File: config.mk
export PLATFORM = sky130hd
export DESIGN_NAME = clkcfg_i2c_regs
export DESIGN_NICKNAME = d
export VERILOG_FILES = /design/src/rtl/clkcfg_pkg.sv /design/src/rtl/clkcfg_line_sync.sv /design/src/rtl/clkcfg_i2c_rx.sv /design/src/rtl/clkcfg_regfile.sv /design/src/rtl/clkcfg_i2c_regs.sv
export SDC_FILE = /design/constraint.sdc
export NUM_CORES = 1
export LEC_CHECK = 0
export BUFFER_PORTS_ARGS = -buffer_cell sky130_fd_sc_hd__buf_4
export CORE_MARGIN = 2
export CORE_UTILIZATION = 61
export CTS_BUF_LIST = sky130_fd_sc_hd__clkbuf_4 sky130_fd_sc_hd__clkbuf_8
export CTS_CLUSTER_DIAMETER = 40
export DETAILED_ROUTE_END_ITERATION = 8
export GPL_TIMING_DRIVEN = 0
export PLACE_DENSITY = 0.85
export SYNTH_ARGS = -nofsm -noshare
export SYNTH_HDL_FRONTEND = slang
export SYNTH_SLANG_ARGS = --single-unit
File: constraint.sdc
create_clock -name clk_i -period 4.24 [get_ports clk_i]
set_input_delay 0.424 -clock clk_i [delete_from_list [all_inputs] [get_ports clk_i]]
set_output_delay 0.424 -clock clk_i [all_outputs]
set_load 0.1 [all_outputs]
File: src/rtl/clkcfg_pkg.sv
package clkcfg_pkg;
  localparam int unsigned NUM_REGS   = 5;
  localparam int unsigned BYTE_W     = 8;
  localparam int unsigned IDX_W      = $clog2(NUM_REGS + 1);
  localparam int unsigned BITCNT_W   = $clog2(BYTE_W + 1);
  localparam logic [6:0]  SLAVE_ADDR = 7'b1101001;

  typedef enum logic [2:0] {
    ST_IDLE, ST_ADDR, ST_ACK_A, ST_DATA, ST_ACK_D, ST_IGNORE
  } rx_state_e;

  function automatic logic [BYTE_W-1:0] reg_reset_val(input int unsigned idx);
    case (idx)
      0:       return 8'h07;
      1:       return 8'hFF;
      2:       return 8'hFE;
      3:       return 8'h00;
      default: return 8'hFF;
    endcase
  endfunction
endpackage

File: src/rtl/clkcfg_line_sync.sv
module clkcfg_line_sync #(
  parameter int unsigned STAGES = 2
) (
  input  logic clk_i,
  input  logic rst_ni,
  input  logic line_i,
  output logic level_o,
  output logic rise_o,
  output logic fall_o
);
  logic [STAGES-1:0] chain_q;
  logic              prev_q;

  for (genvar g = 0; g < STAGES; g++) begin : g_stage
    if (g == 0) begin : g_first
      always_ff @(posedge clk_i or negedge rst_ni)
        if (!rst_ni) chain_q[g] <= 1'b1;
        else         chain_q[g] <= line_i;
    end else begin : g_next
      always_ff @(posedge clk_i or negedge rst_ni)
        if (!rst_ni) chain_q[g] <= 1'b1;
        else         chain_q[g] <= chain_q[g-1];
    end
  end

  always_ff @(posedge clk_i or negedge rst_ni)
    if (!rst_ni) prev_q <= 1'b1;
    else         prev_q <= chain_q[STAGES-1];

  assign level_o = chain_q[STAGES-1];
  assign rise_o  = chain_q[STAGES-1] & ~prev_q;
  assign fall_o  = ~chain_q[STAGES-1] & prev_q;
endmodule

File: src/rtl/clkcfg_i2c_rx.sv
module clkcfg_i2c_rx
  import clkcfg_pkg::*;
(
  input  logic                clk_i,
  input  logic                rst_ni,
  input  logic                scl_lvl_i,
  input  logic                scl_rise_i,
  input  logic                scl_fall_i,
  input  logic                sda_lvl_i,
  input  logic                sda_rise_i,
  input  logic                sda_fall_i,
  output logic                sda_oe_o,
  output logic                wr_en_o,
  output logic [IDX_W-1:0]    wr_idx_o,
  output logic [BYTE_W-1:0]   wr_data_o
);
  rx_state_e             state_q;
  logic [BITCNT_W-1:0]   bitcnt_q;
  logic [BYTE_W-1:0]     shreg_q;
  logic [IDX_W-1:0]      idx_q;
  logic                  oe_q;
  logic                  start_det, stop_det, byte_done, addr_hit;

  assign start_det = scl_lvl_i & sda_fall_i;
  assign stop_det  = scl_lvl_i & sda_rise_i;
  assign byte_done = scl_fall_i && (bitcnt_q == BITCNT_W'(BYTE_W));
  assign addr_hit  = (shreg_q[7:1] == SLAVE_ADDR) && !shreg_q[0];

  always_ff @(posedge clk_i or negedge rst_ni) begin
    if (!rst_ni) begin
      state_q  <= ST_IDLE;
      bitcnt_q <= '0;
      shreg_q  <= '0;
      idx_q    <= '0;
      oe_q     <= 1'b0;
    end else if (start_det) begin
      state_q  <= ST_ADDR;
      bitcnt_q <= '0;
      idx_q    <= '0;
      oe_q     <= 1'b0;
    end else if (stop_det) begin
      state_q  <= ST_IDLE;
      oe_q     <= 1'b0;
    end else begin
      case (state_q)
        ST_ADDR, ST_DATA: begin
          if (scl_rise_i && bitcnt_q < BITCNT_W'(BYTE_W)) begin
            shreg_q  <= {shreg_q[BYTE_W-2:0], sda_lvl_i};
            bitcnt_q <= bitcnt_q + 1'b1;
          end else if (byte_done) begin
            if (state_q == ST_ADDR) begin
              state_q <= addr_hit ? ST_ACK_A : ST_IGNORE;
              oe_q    <= addr_hit;
            end else begin
              state_q <= ST_ACK_D;
              oe_q    <= 1'b1;
              if (idx_q < IDX_W'(NUM_REGS)) idx_q <= idx_q + 1'b1;
            end
          end
        end
        ST_ACK_A, ST_ACK_D: begin
          if (scl_fall_i) begin
            oe_q     <= 1'b0;
            state_q  <= ST_DATA;
            bitcnt_q <= '0;
          end
        end
        default: ;
      endcase
    end
  end

  assign sda_oe_o  = oe_q;
  assign wr_en_o   = !start_det && !stop_det && (state_q == ST_DATA) && byte_done &&
                     (idx_q < IDX_W'(NUM_REGS));
  assign wr_idx_o  = idx_q;
  assign wr_data_o = shreg_q;

  AST_ACK_SCL_LOW: assert property (@(posedge clk_i) disable iff (!rst_ni)
    $rose(sda_oe_o) |-> !scl_lvl_i);
  AST_ACK_STATE: assert property (@(posedge clk_i) disable iff (!rst_ni)
    sda_oe_o |-> (state_q == ST_ACK_A || state_q == ST_ACK_D));
  AST_STOP_IDLE: assert property (@(posedge clk_i) disable iff (!rst_ni)
    stop_det |=> (state_q == ST_IDLE && !sda_oe_o));
  AST_BITCNT_RANGE: assert property (@(posedge clk_i) disable iff (!rst_ni)
    bitcnt_q <= BITCNT_W'(BYTE_W));
  AST_START_ADDR: assert property (@(posedge clk_i) disable iff (!rst_ni)
    start_det |=> (state_q == ST_ADDR && bitcnt_q == '0 && idx_q == '0));
endmodule

File: src/rtl/clkcfg_regfile.sv
module clkcfg_regfile
  import clkcfg_pkg::*;
(
  input  logic                              clk_i,
  input  logic                              rst_ni,
  input  logic                              wr_en_i,
  input  logic [IDX_W-1:0]                  wr_idx_i,
  input  logic [BYTE_W-1:0]                 wr_data_i,
  output logic [NUM_REGS-1:0][BYTE_W-1:0]   regs_o
);
  for (genvar g = 0; g < NUM_REGS; g++) begin : g_reg
    always_ff @(posedge clk_i or negedge rst_ni)
      if (!rst_ni)                                    regs_o[g] <= reg_reset_val(g);
      else if (wr_en_i && wr_idx_i == IDX_W'(g))      regs_o[g] <= wr_data_i;
  end

  AST_REG_STABLE: assert property (@(posedge clk_i) disable iff (!rst_ni)
    !wr_en_i |=> $stable(regs_o));
  AST_WR_LANDS: assert property (@(posedge clk_i) disable iff (!rst_ni)
    (wr_en_i && wr_idx_i == '0) |=> regs_o[0] == $past(wr_data_i));
endmodule

File: src/rtl/clkcfg_i2c_regs.sv
module clkcfg_i2c_regs
  import clkcfg_pkg::*;
(
  input  logic       clk_i,
  input  logic       rst_ni,
  input  logic       scl_i,
  input  logic       sda_i,
  output logic       sda_oe_o,
  output logic [7:0] misc_ctl_o,
  output logic [7:0] sdram_en_o,
  output logic [7:0] pci_en_o,
  output logic [7:0] periph_dis_o,
  output logic [7:0] spare_o
);
  logic scl_lvl, scl_rise, scl_fall, sda_lvl, sda_rise, sda_fall;
  logic                            wr_en;
  logic [IDX_W-1:0]                wr_idx;
  logic [BYTE_W-1:0]               wr_data;
  logic [NUM_REGS-1:0][BYTE_W-1:0] regs;

  clkcfg_line_sync #(.STAGES(2)) i_scl_sync (
    .clk_i, .rst_ni, .line_i(scl_i),
    .level_o(scl_lvl), .rise_o(scl_rise), .fall_o(scl_fall));

  clkcfg_line_sync #(.STAGES(2)) i_sda_sync (
    .clk_i, .rst_ni, .line_i(sda_i),
    .level_o(sda_lvl), .rise_o(sda_rise), .fall_o(sda_fall));

  clkcfg_i2c_rx i_rx (
    .clk_i, .rst_ni,
    .scl_lvl_i(scl_lvl), .scl_rise_i(scl_rise), .scl_fall_i(scl_fall),
    .sda_lvl_i(sda_lvl), .sda_rise_i(sda_rise), .sda_fall_i(sda_fall),
    .sda_oe_o, .wr_en_o(wr_en), .wr_idx_o(wr_idx), .wr_data_o(wr_data));

  clkcfg_regfile i_regs (
    .clk_i, .rst_ni, .wr_en_i(wr_en), .wr_idx_i(wr_idx),
    .wr_data_i(wr_data), .regs_o(regs));

  assign misc_ctl_o   = regs[0];
  assign sdram_en_o   = regs[1];
  assign pci_en_o     = regs[2];
  assign periph_dis_o = regs[3];
  assign spare_o      = regs[4];
endmodule

==> reports/results.tsv, run 1 <==
stage	metric	value	unit
run_status	status	complete, no violations	
routing	DRT Wirelength	5430	um
clocking	post-cts sizing count	0	
synthesis	Synth top area share	27.7	%
synthesis	Post-Syn Nets	214	
synthesis	register area share after synthesis	54.8	%
timing	min cycle time layout	2.06	ns
die	Initial Util	63.9	%
synthesis	ys flop type	dfrtp_1	
clocking	Post-CTS Setup Inserts	0	
clocking	Max clock buf depth	2	
clocking	CTS Hold Bufs	0	
routing	vias per inst	5.47	
timing	RSZ-0062 raised after global routing	false	
timing	endpoints failing hold	0	
routing	vias	1806	
die	FP Rows	25	
timing	Clock Skew	0.0105	ns
synthesis	Unique masters post-synth	39	
synthesis	synthesized cell area	0.00304	mm^2
worst_setup_path	Worst Setup SP	i_scl_sync.level_o	
global_route	vias in the first global route	1770	
clocking	clock slew at reported path FFs	0.06	ns
die	Die ar.	0.00556	mm^2
routing	initial DRC count	96	
synthesis	Synth Warn #	0	
synthesis	Synth Register Bits	65	
placement	RD Place Congestion	0.878	
placement	HPWL after detailed placement	3820	um
timing	FMAX	485	MHz
placement	Buffers on Ports	44	
synthesis	EDFF count, synth	0	
layout	Final Util	76.4	%
worst_setup_path	CP Capture Type	flip-flop	
clocking	CTS Sinks	65	
layout	commonest non-fill, non-tap cells in the layout	buf_4 (44), dfrtp_1 (33), dfstp_2 (32), mux2_4 (30), mux2_2 (20)	
clocking	TritonCTS Buffers	9	
synthesis	Synth area leaders	dfstp_2 (28%), dfrtp_1 (27%), mux2_4 (15%)	
synthesis	Synth Instances	203	
worst_hold_path	Hold Crit Class	primary input to async pin	
timing	Max-slew headroom	48.8	%
die	Core Footprint	0.00475	mm^2
synthesis	ys async rst share	100	%
layout	synthesis-to-layout area growth	19.5	%
routing	Post-route DRC	0	
layout	fin nets	269	
die	I/O pins	45	
layout	share of layout cells above drive strength 1	60.5	%
timing	worst slew pin tran	0.769	ns
worst_setup_path	worst-path fanout max	9	
timing	setup violators final	0	
die	Die W	74.6	um
pwr	Worst VDD drop	239	uV
global_route	GRT overflow	0	
routing	drt wl/cell	16.5	um
layout	most common cell after layout, fill and taps aside	buf_4	
global_route	gr usage total	21.4	%
worst_setup_path	r2r startpoint	i_scl_sync.level_o	
worst_setup_path	CP Class	flip-flop to flip-flop	
synthesis	Avg Inst Size Synth	15.0	um^2
pwr	P per Cell Area	376	mW/mm^2
timing	hold slack final	0.161	ns
worst_setup_path	Worst EP required	4.45	ns
routing	post-route ant nets	0	
routing	DR pass1 iterations	4	
worst_setup_path	Worst Setup Start Kind	flip-flop	
clocking	TritonCTS clock tree	yes	
worst_setup_path	CP arrival	2.27	ns
clocking	worst-skew pair later-pin latency	0.33	ns
pwr	Leak	1.69	nW
run	Max Cap Viol	0	
layout	ANT cells	0	
global_route	first-pass GRT wire length	8740	um
global_route	largest net degree at the start of global routing	66	
synthesis	Synth area leader	dfstp_2	
die	die extent in y	74.6	um
clocking	clock root cell	clkbuf_8	
clocking	htree depth	3	
timing	Tcrit/Tclk final	48.6	%
timing	Setup TNS	0	ns
timing	Max Transition Viols Final	0	
global_route	initial antenna violation count	0	
==> cell type report <==
class	instances	area, um^2
repair buffers	44	330
inverters	10	37.5
well taps	67	83.8
flip-flops and latches	65	1670
clock buffers	13	160
multi-input cells	121	1240
plain buffers	7	97.6
fillers	309	1120
clock inverters	3	17.5
==> per-layer routing <==
layer  GRT usage [%]  part of all wire (%)  vias to the layer above
li1                -                     -                      844
met1            29.4                    45                      904
met2            32.8                    50                       49
met3            4.34                   3.8                        9
met4            9.92                   1.4                        0
met5               0                     0                        -
==> kinds of logic (layout without fill, tap and decap cells) <==
family / Yosys count / count (layout) / share of synthesized area (%)
buf+inv: 17 / 77 / 4.45
simple gates: 37 / 37 / 9.35
mux: 51 / 51 / 22.6
fa+ha+maj: 7 / 7 / 2.88
xor+xnor: 2 / 2 / 0.576
flops: 65 / 65 / 54.8
compound gates: 24 / 24 / 5.35
==> through the flow <==
step                std cells  power (mW)  setup WS, ns  cell area, um^2
floorplan                 203       0.850          2.36             3040
global placement          314       0.905          2.20             3450
detailed placement        314       0.912          2.19             3450
global route              330        1.43          2.07             3630
CTS                       330        1.37          2.19             3630
finish                    330        1.36          2.18             3630
==> where the power goes <==
group	total, mW	switching (mW)	internal, mW
clock	0.463	0.217	0.246
sequential	0.720	0.0596	0.661
combinational	0.181	0.102	0.0782
total	1.36	0.379	0.985
==> synth_stat cells (all sizes together), types with 2 or more instances <==
master and count:
a21oi 3, a22oi 2, and3 6, buf 6
dfrtp 33, dfstp 32, ha 7, inv 10
mux2 50, nand2 9, nand3 5, nand4 2
nor2 3, nor3b 3, o211ai 4, o21ai 8
or4bb 2, xor2 2
==> final timing paths <==
| kind | endpoint | slack, ns | cells past startpoint |
|---|---|---|---|
| worst max-delay path | i_regs.regs_o[6] | 2.18 | 7 |
| worst min-delay path | i_rx.sda_oe_o | 0.16 | 1 |
| worst max register to register | i_regs.regs_o[6] | 2.18 | 7 |
| worst min register to register | i_sda_sync.level_o | 0.36 | 0 |
| max in group asynchronous | i_rx.wr_data_o[6] | 3.55 | 1 |
| min in group clk_i | i_sda_sync.chain_q[0] | 0.20 | 1 |
==> worst max-delay path, stage by stage, from the launching register on <==
cell and delay [ns]:
dfstp_2 0.52, clkbuf_1 0.31, nor2b_1 0.16, and4_4 0.22, buf_6 0.13, and3_4 0.18
buf_12 0.14, mux2_4 0.29
==> sequential cells by signal, indices dropped and copies added (netlist names) <==
register / count
i_scl_sync.level_o: 1
i_rx.wr_idx_o: 3
i_scl_sync.chain_q: 1
i_regs.regs_o: 40
i_sda_sync.chain_q: 1
i_scl_sync.prev_q: 1
i_rx.wr_data_o: 8
i_rx.sda_oe_o: 1
i_rx.bitcnt_q: 4
i_sda_sync.level_o: 1
i_rx.state_q: 3
i_sda_sync.prev_q: 1
No activity file was read; power rests on OpenSTA's default activity.
==> run 2: changes to the inputs <==
--- a/config.mk
+++ b/config.mk
@@ -7,12 +7,12 @@
 export LEC_CHECK = 0
 export BUFFER_PORTS_ARGS = -buffer_cell sky130_fd_sc_hd__buf_4
 export CORE_MARGIN = 2
-export CORE_UTILIZATION = 61
+export CORE_UTILIZATION = 53
 export CTS_BUF_LIST = sky130_fd_sc_hd__clkbuf_4 sky130_fd_sc_hd__clkbuf_8
 export CTS_CLUSTER_DIAMETER = 40
 export DETAILED_ROUTE_END_ITERATION = 8
 export GPL_TIMING_DRIVEN = 0
-export PLACE_DENSITY = 0.85
+export PLACE_DENSITY = 0.78
 export SYNTH_ARGS = -nofsm -noshare
 export SYNTH_HDL_FRONTEND = slang
 export SYNTH_SLANG_ARGS = --single-unit
==> constraint.sdc (replaced) <==
create_clock -name clk_i -period 1.79 [get_ports clk_i]
set_input_delay 0.179 -clock clk_i [delete_from_list [all_inputs] [get_ports clk_i]]
set_output_delay 0.179 -clock clk_i [all_outputs]
set_load 0.1 [all_outputs]
==> run 2 against run 1 <==
The run now ends with setup timing left. Critical endpoint is now i_regs.regs_o[7]. Fmax grew 14%. Cell area grew 6.8%. Sequential share of layout area shrank 2.7 points. Hold slack gained 0.20 ns. Die area grew 14%. Via count grew 2.9%. First-iteration DRC count shrank 29%. Routed wire length grew 8.9%. Clock skew shrank 0.0024 ns. Non-clock buffer count grew 17. Register-to-register slack lost 2.2 ns.
==> reports/results.tsv, run 2 (synthesis gave the netlist of run 1 again) <==
stage	metric	value	unit	change
timing	Clock Skew	0.00806	ns	-0.00242 ns
worst_setup_path	CP Class	flip-flop to flip-flop		
placement	Buffers on Ports	44		unchanged
layout	max FFs per register	40		unchanged
clocking	Max clock buf depth	2		unchanged
clocking	worst-skew pair later-pin latency	0.34	ns	about the same
routing	DRT Wirelength	5920	um	+8.9%
placement	HPWL after detailed placement	3860	um	+1.2%
run_status	status	finished with violations		
layout	fin nets	286		+6.3%
pwr	total power	3.46	mW	+150%
timing	Max-slew headroom	47.7	%	-1.0 points
worst_hold_path	Hold Startpoint	i_sda_sync.chain_q[0]		
global_route	first-pass GRT wire length	9630	um	+10%
timing	Tcrit/Tclk final	101	%	+52 points
die	I/O pins	45		unchanged
worst_setup_path	r2r startpoint	i_rx.state_q[2]		
global_route	vias in the first global route	1898		+7.2%
pwr	Worst VDD drop	534	uV	+120%
routing	DR pass1 iterations	4		unchanged
layout	most common cell after layout, fill and taps aside	buf_4		
placement	RD Place Congestion	0.775		-12%
global_route	gr usage total	20.6	%	-0.74 points
global_route	initial antenna violation count	0		unchanged
layout	Final Util	70.4	%	-6.0 points
layout	ANT cells	0		unchanged
routing	post-route ant nets	0		unchanged
routing	vias per inst	5.28		-3.5%
worst_setup_path	worst-path fanout max	8		-1
die	Initial Util	55.2	%	-8.7 points
routing	vias	1859		+2.9%
clocking	CTS Sinks	65		unchanged
layout	filler cell count	374		+21%
clocking	htree depth	3		unchanged
global_route	largest net degree at the start of global routing	66		unchanged
run	Max Cap Viol	0		unchanged
routing	initial DRC count	68		-29%
timing	min cycle time layout	1.80	ns	-0.258 ns
worst_setup_path	Worst R2R Path Depth	6		-1
die	Die ar.	0.00636	mm^2	+14%
timing	setup violators final	7		+7
worst_setup_path	worst reg2reg setup slack	-0.01	ns	-2.19 ns
clocking	TritonCTS clock tree	yes		
layout	synthesis-to-layout area growth	27.5	%	
timing	FMAX	554	MHz	+14%
worst_setup_path	Worst Setup Start Kind	flip-flop		
timing	Final WS setup	-0.0149	ns	-2.19 ns
die	Die W	79.7	um	+6.9%
routing	WL met3	281	um	+37%
layout	share of layout cells above drive strength 1	66.1	%	+5.6 points
routing	metal2 WL	2830	um	+5.1%
worst_setup_path	worst r2r dst	i_regs.regs_o[7]		
die	die extent in y	79.7	um	+6.9%
worst_hold_path	Hold Crit Class	flip-flop to flip-flop		
worst_setup_path	Worst EP required	2.01	ns	-2.44 ns
layout	commonest non-fill, non-tap cells in the layout	buf_4 (57), mux2_4 (39), dfstp_2 (32), dfrtp_1 (27), mux2_2 (11)		
clocking	TritonCTS Buffers	9		unchanged
clocking	clock root cell	clkbuf_8		
run_status	failing checks	setup timing		
die	FP Rows	27		+8.0%
worst_setup_path	Setup crit end	i_regs.regs_o[7]		
worst_setup_path	CP Capture Type	flip-flop		
timing	RSZ-0062 raised after global routing	true		
worst_setup_path	Worst Setup SP	i_rx.state_q[2]		
timing	Max Transition Viols Final	0		unchanged
layout	Most flops, register	i_regs.regs_o		
worst_setup_path	CP arrival	2.03	ns	-0.24 ns
routing	Post-route DRC	0		unchanged
routing	drt wl/cell	16.8	um	+2.1%
pwr	Leak	1.80	nW	+6.4%
die	Core Footprint	0.00551	mm^2	+16%
clocking	clock slew at reported path FFs	0.07	ns	about the same
pwr	P per Cell Area	894	mW/mm^2	+140%
routing	uppermost layer routed	met4		
timing	endpoints failing hold	0		unchanged
routing	wire length on met1	2680	um	+9.0%
global_route	GRT overflow	0		unchanged
timing	worst slew pin tran	0.784	ns	+0.0152 ns
## run 2: cell types whose count changed in the layout (fill, tap and decap cells not counted), moves of 6 or more
cell     delta
buf_4      +13
dfrtp_2     +6
mux2_4      +9
mux2_2      -9
dfrtp_1     -6
## run 2: worst min path at each step
stage	endpoint	slack, ns	cells after the start
6_report	i_sda_sync.level_o	0.36	0
5_1_grt	i_scl_sync.level_o	0.36	0
4_1_cts	i_scl_sync.level_o	0.36	0
3_5_place_dp	i_scl_sync.chain_q[0]	0.29	1
3_3_place_gp	i_scl_sync.chain_q[0]	0.29	1
2_1_floorplan	i_regs.regs_o[16]	-0.12	0
## run 2: final cells by class
type	instances	area, um^2	share of cell area (%)
inverter	10	37.5	0.968
clock inverter	6	65.1	1.68
buffer	6	90.1	2.32
tap	72	90.1	2.32
sequential	65	1670	43.2
multi-input combinational	121	1300	33.5
clock buffer	10	138	3.55
timing repair buffer	62	484	12.5
## run 2: per-layer routing
layer,track usage (%),up-vias
li1,-,876
met1,27.6,918
met2,31.1,55
met3,4.41,10
met4,11.7,0
met5,0,-
## run 2: what timing repair did
| item | CTS | global route |
|---|---|---|
| gates resized for setup | 14 | 12 |
| endpoints found under the setup margin | 43 | 51 |
| buffers inserted | 8 | 7 |
| hold endpoints to repair | 35 | 0 |
| hold buffers | 3 | 0 |
| pin swaps | 5 | 2 |
| gates cloned | 0 | 0 |
## run 2: worst max-delay path: stages (launching register included)
cell	delay, ns
dfrtp_1	0.38
buf_6	0.13
and4bb_1	0.29
and4_4	0.25
and3_4	0.20
buf_12	0.13
mux2_4	0.29
## run 2: report_power, final
part           internal, mW  switching, mW  total [mW]  leakage (nW)
clock                 0.682          0.567        1.25         0.103
sequential             1.57          0.129        1.70         0.774
combinational         0.232          0.282       0.513         0.925
## run 2: metrics by stage
| step | TNS, ns | hold slack (ns) | area [um^2] | cells | setup slack [ns] |
|---|---|---|---|---|---|
| after floorplan | -0.123 | -0.117 | 3040 | 203 | -0.0217 |
| after global placement | -2.49 | 0.287 | 3460 | 319 | -0.104 |
| after detailed placement | -3.60 | 0.288 | 3460 | 319 | -0.126 |
| after CTS | -0.391 | 0.357 | 3790 | 345 | -0.0261 |
| after global routing | -1.17 | 0.364 | 3880 | 352 | -0.0706 |
| final | -0.0612 | 0.356 | 3880 | 352 | -0.0149 |
==> run 3: changes to the inputs <==
--- a/config.mk
+++ b/config.mk
@@ -5,14 +5,14 @@
 export SDC_FILE = /design/constraint.sdc
 export NUM_CORES = 1
 export LEC_CHECK = 0
-export BUFFER_PORTS_ARGS = -buffer_cell sky130_fd_sc_hd__buf_4
 export CORE_MARGIN = 2
-export CORE_UTILIZATION = 53
+export CORE_UTILIZATION = 61
 export CTS_BUF_LIST = sky130_fd_sc_hd__clkbuf_4 sky130_fd_sc_hd__clkbuf_8
 export CTS_CLUSTER_DIAMETER = 40
 export DETAILED_ROUTE_END_ITERATION = 8
+export DONT_BUFFER_PORTS = 1
 export GPL_TIMING_DRIVEN = 0
-export PLACE_DENSITY = 0.78
+export PLACE_DENSITY_LB_ADDON = 0.05
 export SYNTH_ARGS = -nofsm -noshare
 export SYNTH_HDL_FRONTEND = slang
 export SYNTH_SLANG_ARGS = --single-unit
==> constraint.sdc (replaced) <==
create_clock -name clk_i -period 1.92 [get_ports clk_i]
set_input_delay 0.192 -clock clk_i [delete_from_list [all_inputs] [get_ports clk_i]]
set_output_delay 0.192 -clock clk_i [all_outputs]
set_load 0.1 [all_outputs]
==> run 3 against run 2 <==
The flow now finishes without violations. Sequential cell count did not move. Clock power fell by 9.6%. Clock-buffer cell count rose by 1. Worst setup slack improved by 0.056 ns. Utilization rose by 1.6 points. Critical path depth did not move. Clock skew rose by 0.0020 ns. Highest routed layer unchanged.
==> reports/results.tsv, run 3 (synthesis gave the netlist of run 1 again) <==
stage	metric	value	unit	change
timing	Setup TNS	0	ns	+0.0612 ns
placement	Buffers on Ports	0		-100%
timing	Max-slew headroom	37.6	%	-10 points
global_route	first-pass GRT wire length	8690	um	-9.7%
layout	synthesis-to-layout area growth	12.7	%	
layout	commonest non-fill, non-tap cells in the layout	dfstp_2 (32), dfrtp_1 (31), mux2_4 (30), mux2_2 (20), inv_1 (10)		
worst_setup_path	slowest CP cell	dfrtp_1		
routing	DR pass1 iterations	4		unchanged
routing	post-route ant nets	0		unchanged
die	die extent in y	74.6	um	-6.4%
worst_setup_path	Worst Path Buf+Inv	2		unchanged
clocking	TritonCTS Buffers	9		unchanged
routing	initial DRC count	79		+16%
timing	Final WS setup	0.0415	ns	+0.0564 ns
worst_setup_path	Largest stage delay, worst path	0.38	ns	about the same
layout	most common cell after layout, fill and taps aside	dfstp_2		
clocking	CTS Sinks	65		unchanged
placement	RD Place Congestion	0.894		+15%
worst_hold_path	Hold EP	i_scl_sync.level_o		
worst_setup_path	r2r startpoint	i_rx.state_q[2]		
die	Die W	74.6	um	-6.4%
global_route	gr usage total	22.0	%	+1.4 points
worst_setup_path	CP arrival	2.09	ns	+0.06 ns
pwr	P per Cell Area	908	mW/mm^2	+1.7%
timing	endpoints failing hold	0		unchanged
placement	placed inst area	0.00312	mm^2	-9.8%
global_route	largest net degree at the start of global routing	66		unchanged
timing	hold slack final	0.358	ns	+0.00195 ns
worst_setup_path	CP Class	flip-flop to flip-flop		
worst_setup_path	Worst EP required	2.14	ns	+0.13 ns
global_route	GRT overflow	0		unchanged
layout	register area	0.00167	mm^2	-0.30%
layout	area of the multi-input gates	0.00124	mm^2	-4.1%
die	Initial Util	63.9	%	+8.7 points
worst_setup_path	Top delay family on crit path	simple AND/OR/NAND/NOR gates		
die	I/O pins	45		unchanged
placement	dpl cells	270		-15%
layout	max FFs per register	40		unchanged
layout	Final Util	72.0	%	+1.6 points
worst_setup_path	worst-path cell chain	buf_6, and4bb_2, and4_4, and3_4, buf_12, mux2_4		
layout	fin nets	233		-19%
layout	share of layout cells above drive strength 1	55.5	%	-11 points
timing	Max Transition Viols Final	0		unchanged
timing	Tcrit/Tclk final	97.8	%	-3.0 points
worst_hold_path	Hold Crit Class	flip-flop to flip-flop		
layout	filler cell count	323		-14%
worst_setup_path	Worst R2R Path Depth	6		unchanged
worst_setup_path	worst reg2reg setup slack	0.04	ns	+0.06 ns
timing	worst slew pin tran	0.936	ns	+0.152 ns
clocking	worst-skew pair later-pin latency	0.34	ns	about the same
die	Die ar.	0.00556	mm^2	-12%
run	Max Cap Viol	0		unchanged
worst_hold_path	worst hold path depth	0		unchanged
routing	drt wl/cell	19.3	um	+15%
layout	ANT cells	0		unchanged
die	FP Rows	25		-7.4%
routing	Post-route DRC	0		unchanged
layout	Post-Layout Cell Count	294		-16%
pwr	Worst VDD drop	563	uV	+5.4%
routing	vias	1739		-6.5%
clocking	Max clock buf depth	2		unchanged
pwr	Leak	1.51	nW	-16%
clocking	htree depth	3		unchanged
worst_setup_path	Worst Setup Start Kind	flip-flop		
worst_hold_path	Hold Startpoint	i_scl_sync.chain_q[0]		
global_route	vias in the first global route	1734		-8.6%
worst_setup_path	worst-path fanout max	8		unchanged
timing	FMAX	532	MHz	-3.9%
global_route	initial antenna violation count	0		unchanged
worst_setup_path	CP Capture Type	flip-flop		
pwr	total power	3.11	mW	-10%
routing	DRT Wirelength	5680	um	-3.9%
clocking	clock root cell	clkbuf_8		
clocking	clock slew at reported path FFs	0.07	ns	about the same
placement	pre-CTS setup slack	-0.110	ns	+0.0161 ns
die	Core Footprint	0.00475	mm^2	-14%
clocking	TritonCTS clock tree	yes		
layout	Design Area, Final	0.00342	mm^2	-12%
routing	vias per inst	5.91		+12%
timing	min cycle time layout	1.88	ns	+0.0736 ns
run_status	status	complete, no violations		
worst_setup_path	worst r2r dst	i_regs.regs_o[7]		
layout	Most flops, register	i_regs.regs_o		
placement	HPWL after detailed placement	3810	um	-1.4%
timing	Clock Skew	0.0100	ns	+0.00195 ns
timing	setup violators final	0		-7
==> run 3: cell count changes in the layout (fill, tap and decap cells not counted), sizes merged <==
cell,previous run,this run
buf,65,11
inv,11,10
clkbuf,10,12
==> run 3: per-layer routing <==
metal	global-route usage [%]	part of all wire (%)	vias up
li1	-	-	769
met1	27.3	41	893
met2	34.0	50	65
met3	7.32	6.8	12
met4	12.1	2.3	0
met5	0	0	-
==> run 3: final cells by class <==
class | instances | share of cell area, %
well taps | 67 | 2.45
clock inverters | 5 | 1.64
multi-input cells | 121 | 36.3
repair buffers | 9 | 3.14
flip-flops and latches | 65 | 48.7
clock buffers | 11 | 4.06
plain buffers | 6 | 2.56
inverters | 10 | 1.10
==> run 3: power breakdown <==
group / switching (mW) / internal, mW
sequential: 0.212 / 1.46
combinational: 0.146 / 0.168
clock: 0.500 / 0.626
total: 0.859 / 2.25
==> run 3: worst register-to-register path, cell delays in order, from the launching register on <==
cell	delay, ns
dfrtp_1	0.38
buf_6	0.14
and4bb_2	0.33
and4_4	0.28
and3_4	0.21
buf_12	0.13
mux2_4	0.30
==> run 3: worst max path at each step <==
stage,startpoint,endpoint,slack [ns],cells past startpoint
2_1_floorplan,i_scl_sync.level_o,i_regs.regs_o[16],0.04,7
3_3_place_gp,i_scl_sync.level_o,i_regs.regs_o[3],-0.08,7
3_5_place_dp,i_scl_sync.level_o,i_regs.regs_o[3],-0.11,7
4_1_cts,i_rx.state_q[2],i_regs.regs_o[7],0.02,6
5_1_grt,i_rx.state_q[2],i_regs.regs_o[6],-0.007,6
6_report,i_rx.state_q[2],i_regs.regs_o[7],0.04,6
==> run 3: repair_timing <==
action | CTS | global route
buffers inserted | 1 | 4
hold buffers | 4 | 0
endpoints found under the hold margin | 67 | 0
pin swaps | 2 | 3
resized for setup | 2 | 5
setup endpoints to repair | 46 | 17
